$ cat config.mk
export PLATFORM = sky130hd
export DESIGN_NAME = df_interleaver
export DESIGN_NICKNAME = d
export VERILOG_FILES = /design/src/rtl/df_pkg.sv /design/src/rtl/df_phase_gen.sv /design/src/rtl/df_half_mux.sv /design/src/rtl/df_qual_enc.sv /design/src/rtl/df_interleaver.sv
export SDC_FILE = /design/constraint.sdc
export NUM_CORES = 1
export LEC_CHECK = 0
export ABC_AREA = 1
export BUFFER_PORTS_ARGS = -buffer_cell sky130_fd_sc_hd__buf_2
export CAP_MARGIN = 5
export CORE_MARGIN = 5
export CORE_UTILIZATION = 47
export CTS_CLUSTER_DIAMETER = 150
export DETAILED_ROUTE_END_ITERATION = 8
export PLACE_DENSITY_LB_ADDON = 0.08
export SYNTH_ARGS = -nofsm -noshare
export SYNTH_HDL_FRONTEND = slang
export SYNTH_SLANG_ARGS = --single-unit
$ cat constraint.sdc
create_clock -name clk -period 1.2 [get_ports clk]
set_input_delay 0.12 -clock clk [delete_from_list [all_inputs] [get_ports clk]]
set_output_delay 0.12 -clock clk [all_outputs]
set_load 0.03 [all_outputs]
$ cat src/rtl/df_pkg.sv
package df_pkg;
    // Which half of the held word is due on the next edge
    typedef enum logic {
        PH_LO = 1'b0,
        PH_HI = 1'b1
    } half_e;
endpackage

$ cat src/rtl/df_phase_gen.sv
module df_phase_gen
    import df_pkg::*;
(
    input  logic  clk,
    input  logic  rst,
    output half_e phase_o
);
    half_e phase_d, phase_q;

    always_comb begin
        phase_d = (phase_q == PH_LO) ? PH_HI : PH_LO;
    end

    always_ff @(posedge clk) begin
        if (rst) phase_q <= PH_LO;
        else     phase_q <= phase_d;
    end

    assign phase_o = phase_q;
endmodule

$ cat src/rtl/df_half_mux.sv
module df_half_mux #(
    parameter int HALF_W = 20,
    localparam int WORD_W = 2 * HALF_W
) (
    input  logic              sel_hi,
    input  logic [WORD_W-1:0] word_i,
    output logic [HALF_W-1:0] half_o
);
    for (genvar i = 0; i < HALF_W; i++) begin : g_bit
        assign half_o[i] = sel_hi ? word_i[HALF_W + i] : word_i[i];
    end
endmodule

$ cat src/rtl/df_qual_enc.sv
module df_qual_enc (
    input  logic valid_i,
    input  logic ctrl_i,
    output logic dav_o,
    output logic cav_o
);
    always_comb begin
        dav_o = valid_i & ~ctrl_i;
        cav_o = valid_i &  ctrl_i;
    end
endmodule

$ cat src/rtl/df_interleaver.sv
module df_interleaver
    import df_pkg::*;
#(
    parameter int HALF_W = 20,
    localparam int WORD_W = 2 * HALF_W
) (
    input  logic              clk,
    input  logic              rst,
    input  logic [WORD_W-1:0] acq_word,
    input  logic              acq_valid,
    input  logic              acq_ctrl,
    output logic              slot_open,
    output logic [HALF_W-1:0] tx_half,
    output logic              tx_flag,
    output logic              tx_dav,
    output logic              tx_cav
);
    typedef struct packed {
        logic [HALF_W-1:0] hold_hi;
        logic [HALF_W-1:0] bus;
        logic              flag;
        logic              dav;
        logic              cav;
    } st_t;

    st_t   st_d, st_q;
    half_e phase;
    logic  enc_dav, enc_cav;
    logic [HALF_W-1:0] mux_half;

    df_phase_gen u_phase (
        .clk     (clk),
        .rst     (rst),
        .phase_o (phase)
    );

    // Slot cycle: pass the live low half. Other cycle: the held high half.
    df_half_mux #(.HALF_W(HALF_W)) u_mux (
        .sel_hi (phase == PH_HI),
        .word_i ({st_q.hold_hi, acq_word[HALF_W-1:0]}),
        .half_o (mux_half)
    );

    df_qual_enc u_qual (
        .valid_i (acq_valid),
        .ctrl_i  (acq_ctrl),
        .dav_o   (enc_dav),
        .cav_o   (enc_cav)
    );

    always_comb begin
        st_d     = st_q;
        st_d.bus = mux_half;
        if (phase == PH_LO) begin
            st_d.hold_hi = acq_word[WORD_W-1:HALF_W];
            st_d.flag    = 1'b0;
            st_d.dav     = enc_dav;
            st_d.cav     = enc_cav;
        end else begin
            st_d.flag    = 1'b1;
        end
    end

    always_ff @(posedge clk) begin
        if (rst) st_q <= '0;
        else     st_q <= st_d;
    end

    assign slot_open = (phase == PH_LO);
    assign tx_half   = st_q.bus;
    assign tx_flag   = st_q.flag;
    assign tx_dav    = st_q.dav;
    assign tx_cav    = st_q.cav;
endmodule


-- Yosys cells after proc, flatten, opt, wreduce, memory -nomap -nowiden
Cells that the tools add are included.
- register bits after elaboration: 44
- input bits: 44
- output and inout port bits: 24
- logic and storage cells: 32
- multiplexer cells: 22
- bitwise gates (word level): 4
- operator list (operator ; count):
    1-bit two-way mux ; 22
    1-bit bitwise AND ; 2
    1-bit NOT ; 2

-- Depth between registers and ports, before layout
- word-level depth: 2
- depth in mapped cells: 5
- gate-level depth less buffers: 4

-- Modules after synthesis
A second synthesis with hierarchy kept.
- cells, all modules: 296
- area, all modules: 2026.9 um2
- modules (own cells, without submodules) (module ; times used ; cells each ; area an instance (um2) ; seq. area each (um2)):
    df_interleaver ; 1 ; 225 ; 1719.1 ; 860.8
    df_half_mux ; 1 ; 65 ; 266.5 ; 0.0
    df_phase_gen ; 1 ; 2 ; 23.8 ; 20.0
    df_qual_enc ; 1 ; 4 ; 17.5 ; 0.0

-- Worst setup path before layout
Ideal clock, no wire load.
- path kind: register to register
- from: register u_phase.phase_q, in the netlist u_phase.phase_o
- to: register st_q (netlist bit tx_flag)
- setup time: 0.125 ns
- arrival time: 0.863 ns
- data required time: 1.075 ns
- setup slack: 0.212 ns
- cell stages (with the launch flop): 5
- buffers on the path: 2
- period minus slack after synthesis: 0.988 ns
- path through: dfxtp_1 > buf_6 > buf_4 > inv_1 > nor2_1
- word-level cells in the longest chain between the ends: 1
- ends and longest elaborated chain (item ; line ; source):
    start, declared ; df_phase_gen.sv:8 ; half_e phase_d, phase_q;
    start signal, assigned ; df_phase_gen.sv:16 ; else phase_q <= phase_d;
    1-bit two-way mux ; df_interleaver.sv:54 ; if (phase == PH_LO) begin
    end signal, assigned ; df_interleaver.sv:66 ; else st_q <= st_d;
    end, declared ; df_interleaver.sv:26 ; st_t st_d, st_q;
Every way passes these cells.
A chain may end at the register's enable or synchronous reset.

-- Final worst setup path
- from: register u_phase.phase_q, in the netlist u_phase.phase_o
- to: output slot_open
- word-level cells in the longest chain between the ends: 1
- ends and longest elaborated chain (item ; line ; source):
    1-bit NOT ; df_interleaver.sv:69 ; assign slot_open = (phase == PH_LO);
    end, declared ; df_interleaver.sv:12 ; output logic slot_open,
Every way passes these cells.

==> flow_summary.ini <==
[outcome]
status = finished clean

[logic_synthesis]
seq_area_frac_synth_pct = 52.2
syn_nets = 231
synth_area_leaders = dfxtp_1 52%, nand2_1 19%, nand3_2 11%
synth_largest_area_cell = dfxtp_1
ys.flop_type = dfxtp_1
yosys_warnings = 0
synth_top_area_share_pct = 52.2
async_flop_share_pct = 0
synth_commonest_cells = 85 x nand2_1, 44 x dfxtp_1, 22 x buf_4
synth_area_per_cell_um2 = 9.02
yosysUniqueCellTypes = 10
synthCells = 187
synth_most_common_cell = nand2_1
syn_area_um2 = 1690
yosys_register_bits = 44
synth-edff-count = 0

[grt]
grt-ovfl-total = 0
grt_pass1_wl_um = 5940
gr-usage-all-layers_pct = 15.2
grt_max_degree = 44
grt_pass1_vias = 1355
grt_antenna_before_repair = 0

[pwr]
power_density_nw_per_um2 = 1210
power_frac_comb_pct = 17.8
internal-power_mw = 2.07
clkPwrFrac_pct = 25.8
ir_drop_mv = 0.873
switching_share_pct = 27.1
power_switching_mw = 0.768
power_leakage_nw = 1.26
p_seq_share_pct = 56.4
total_power_mw = 2.83

[clock_network]
cts_root_buf = clkbuf_4
path_clk_slew_ps = 120
cts.sinks = 44
cts_tree = built
cts_buffers = 5
insertion_delay_ps = 350
htreeDepth = 2
ctsLongestPathBuffers = 2
post-cts-setup-buffers = 0

[detailed_routing]
drt-pass1-iter-count = 4
totalWireLength_um = 3550
wl_per_cell_um = 11.0
vias = 1403
drc = 0
drt_iter0_drc = 83
drtAntennaViolNets = 0
viasPerCell = 4.34

[place]
portBuffers = 67
finalWeightedCongestion = 0.685
pre_cts_ws_ps = 67.2
hpwl_um = 2230

[timing]
finalSetupViolCount = 0
relSlewSlack_pct = 65.2
fin_ws_ps = 72.8
fin_tns_setup_ps = 0
post-route-period-util_pct = 93.9
clock_skew_ps = 2.08
max_freq_mhz = 887
finalCriticalPeriod_ps = 1130
rsz0062_at_grt = no
hold_viol = 0
drv_slew = 0
tightest_slew_ps = 521

[critical_path]
path_class = reg -> out
rrSetupSlack_ps = 150
critPathRequiredTime_ps = 1080
startpoint = u_phase.phase_o
slowest_delay_ps = 420
path_max_fanout = 6
reg2regPathDepth = 3
r2r_start = u_phase.phase_o
cp-endpoint = slot_open
crit_path_start_kind = flip-flop
cp_slowest_cell = dfxtp_4
cp_cell_sequence = inv_1 -> clkbuf_4
cp.arrival_ps = 1010
endpoint_kind = primary output
reg2reg_to = tx_half[4]

[die]
fp.dieW_um = 69.9
row_count = 21
io_pins = 68
initial_utilization_pct = 49.4
fp.dieH_um = 69.9
die-area_um2 = 4890
core_um2 = 3420

[finish]
drive_above_1_share_pct = 35.4
finalNetCount = 320
diodes = 0
area_delta_synth_final_pct = 38.6

[job]
maxCapViolations = 0

[min_path]
hold_path.class = in -> reg
==> stage by stage <==
step	cell area [um^2]	hold WS (ps)	util, %	std cells
3_3_place_gp	1850	308	54.2	273
5_1_grt	2340	95.2	68.5	323
3_5_place_dp	1850	309	54.2	273
6_report	2340	55.5	68.5	323
2_1_floorplan	1690	192	-	187
4_1_cts	2330	26.8	68.3	323
==> worst min-delay path by stage <==
| stage | end | slack (ps) | depth (start not counted) | from |
|---|---|---|---|---|
| final | tx_cav | 60 | 5 | acq_valid |
| after global routing | tx_cav | 100 | 5 | acq_valid |
| after CTS | tx_cav | 30 | 5 | acq_valid |
| after detailed placement | st_q[33] | 310 | 3 | acq_word[30] |
| after global placement | st_q[26] | 310 | 3 | acq_word[23] |
| after floorplan | tx_flag | 190 | 1 | rst |
==> repair_timing <==
item / in CTS / in global routing
pin swaps: 0 / 1
setup endpoints to repair: 1 / 3
hold buffers: 42 / 0
resized for setup: 1 / 2
hold endpoints to repair: 42 / 0
==> critical path: cells and delay by family, from the launching register on <==
family / cells / cell delay, ps
buffers and inverters: 2 / 250
DFF: 1 / 420
==> logic make-up (layout without fill, tap and decap cells) <==
family                 count (synthesis)  after routing  synth area share, %
AND/OR/NAND/NOR                      110            110                 32.4
flip-flops                            44             44                 52.2
buffers and inverters                 33            123                 15.4
==> power groups by stage <==
stage	clock, mW	combinational [mW]	sequential, mW
finish	0.732	0.503	1.60
global route	0.806	0.551	1.61
CTS	0.757	0.503	1.60
detailed placement	0	0.398	1.63
global placement	0	0.392	1.63
floorplan	0	0.337	1.63
==> flip-flops by register name (all words and copies together) (netlist names) <==
| name | count |
|---|---|
| tx_half | 20 |
| u_phase.phase_o | 1 |
| tx_cav | 1 |
| tx_dav | 1 |
| st_q | 20 |
| tx_flag | 1 |
==> cell usage in the layout (no fill, tap or decap) <==
cell type,n
buf_4,2
dfxtp_1,43
nor2_1,2
clkinv_2,2
inv_1,3
nor2_8,1
clkbuf_8,1
dfxtp_4,1
nand3_2,18
buf_2,66
inv_2,1
nand3_1,4
nand2_1,85
dlygate4sd3_1,42
clkbuf_4,6
==> per-layer routing <==
layer	part of all wire (%)	vias to the layer above	global-route usage, %
li1	-	735	-
met5	0	-	0
met2	49	54	26.5
met3	8.5	10	6.74
met1	40	604	15.9
met4	2.3	0	5.74
==> area by class of cell <==
type	instances	area, um^2
fill	294	1080
clock inverter	2	10.0
tap	46	57.6
sequential	44	885
multi-input combinational	110	547
timing repair buffer	111	773
inverter	4	15.0
clock buffer	6	51.3
(Power assumes the default switching activity.)
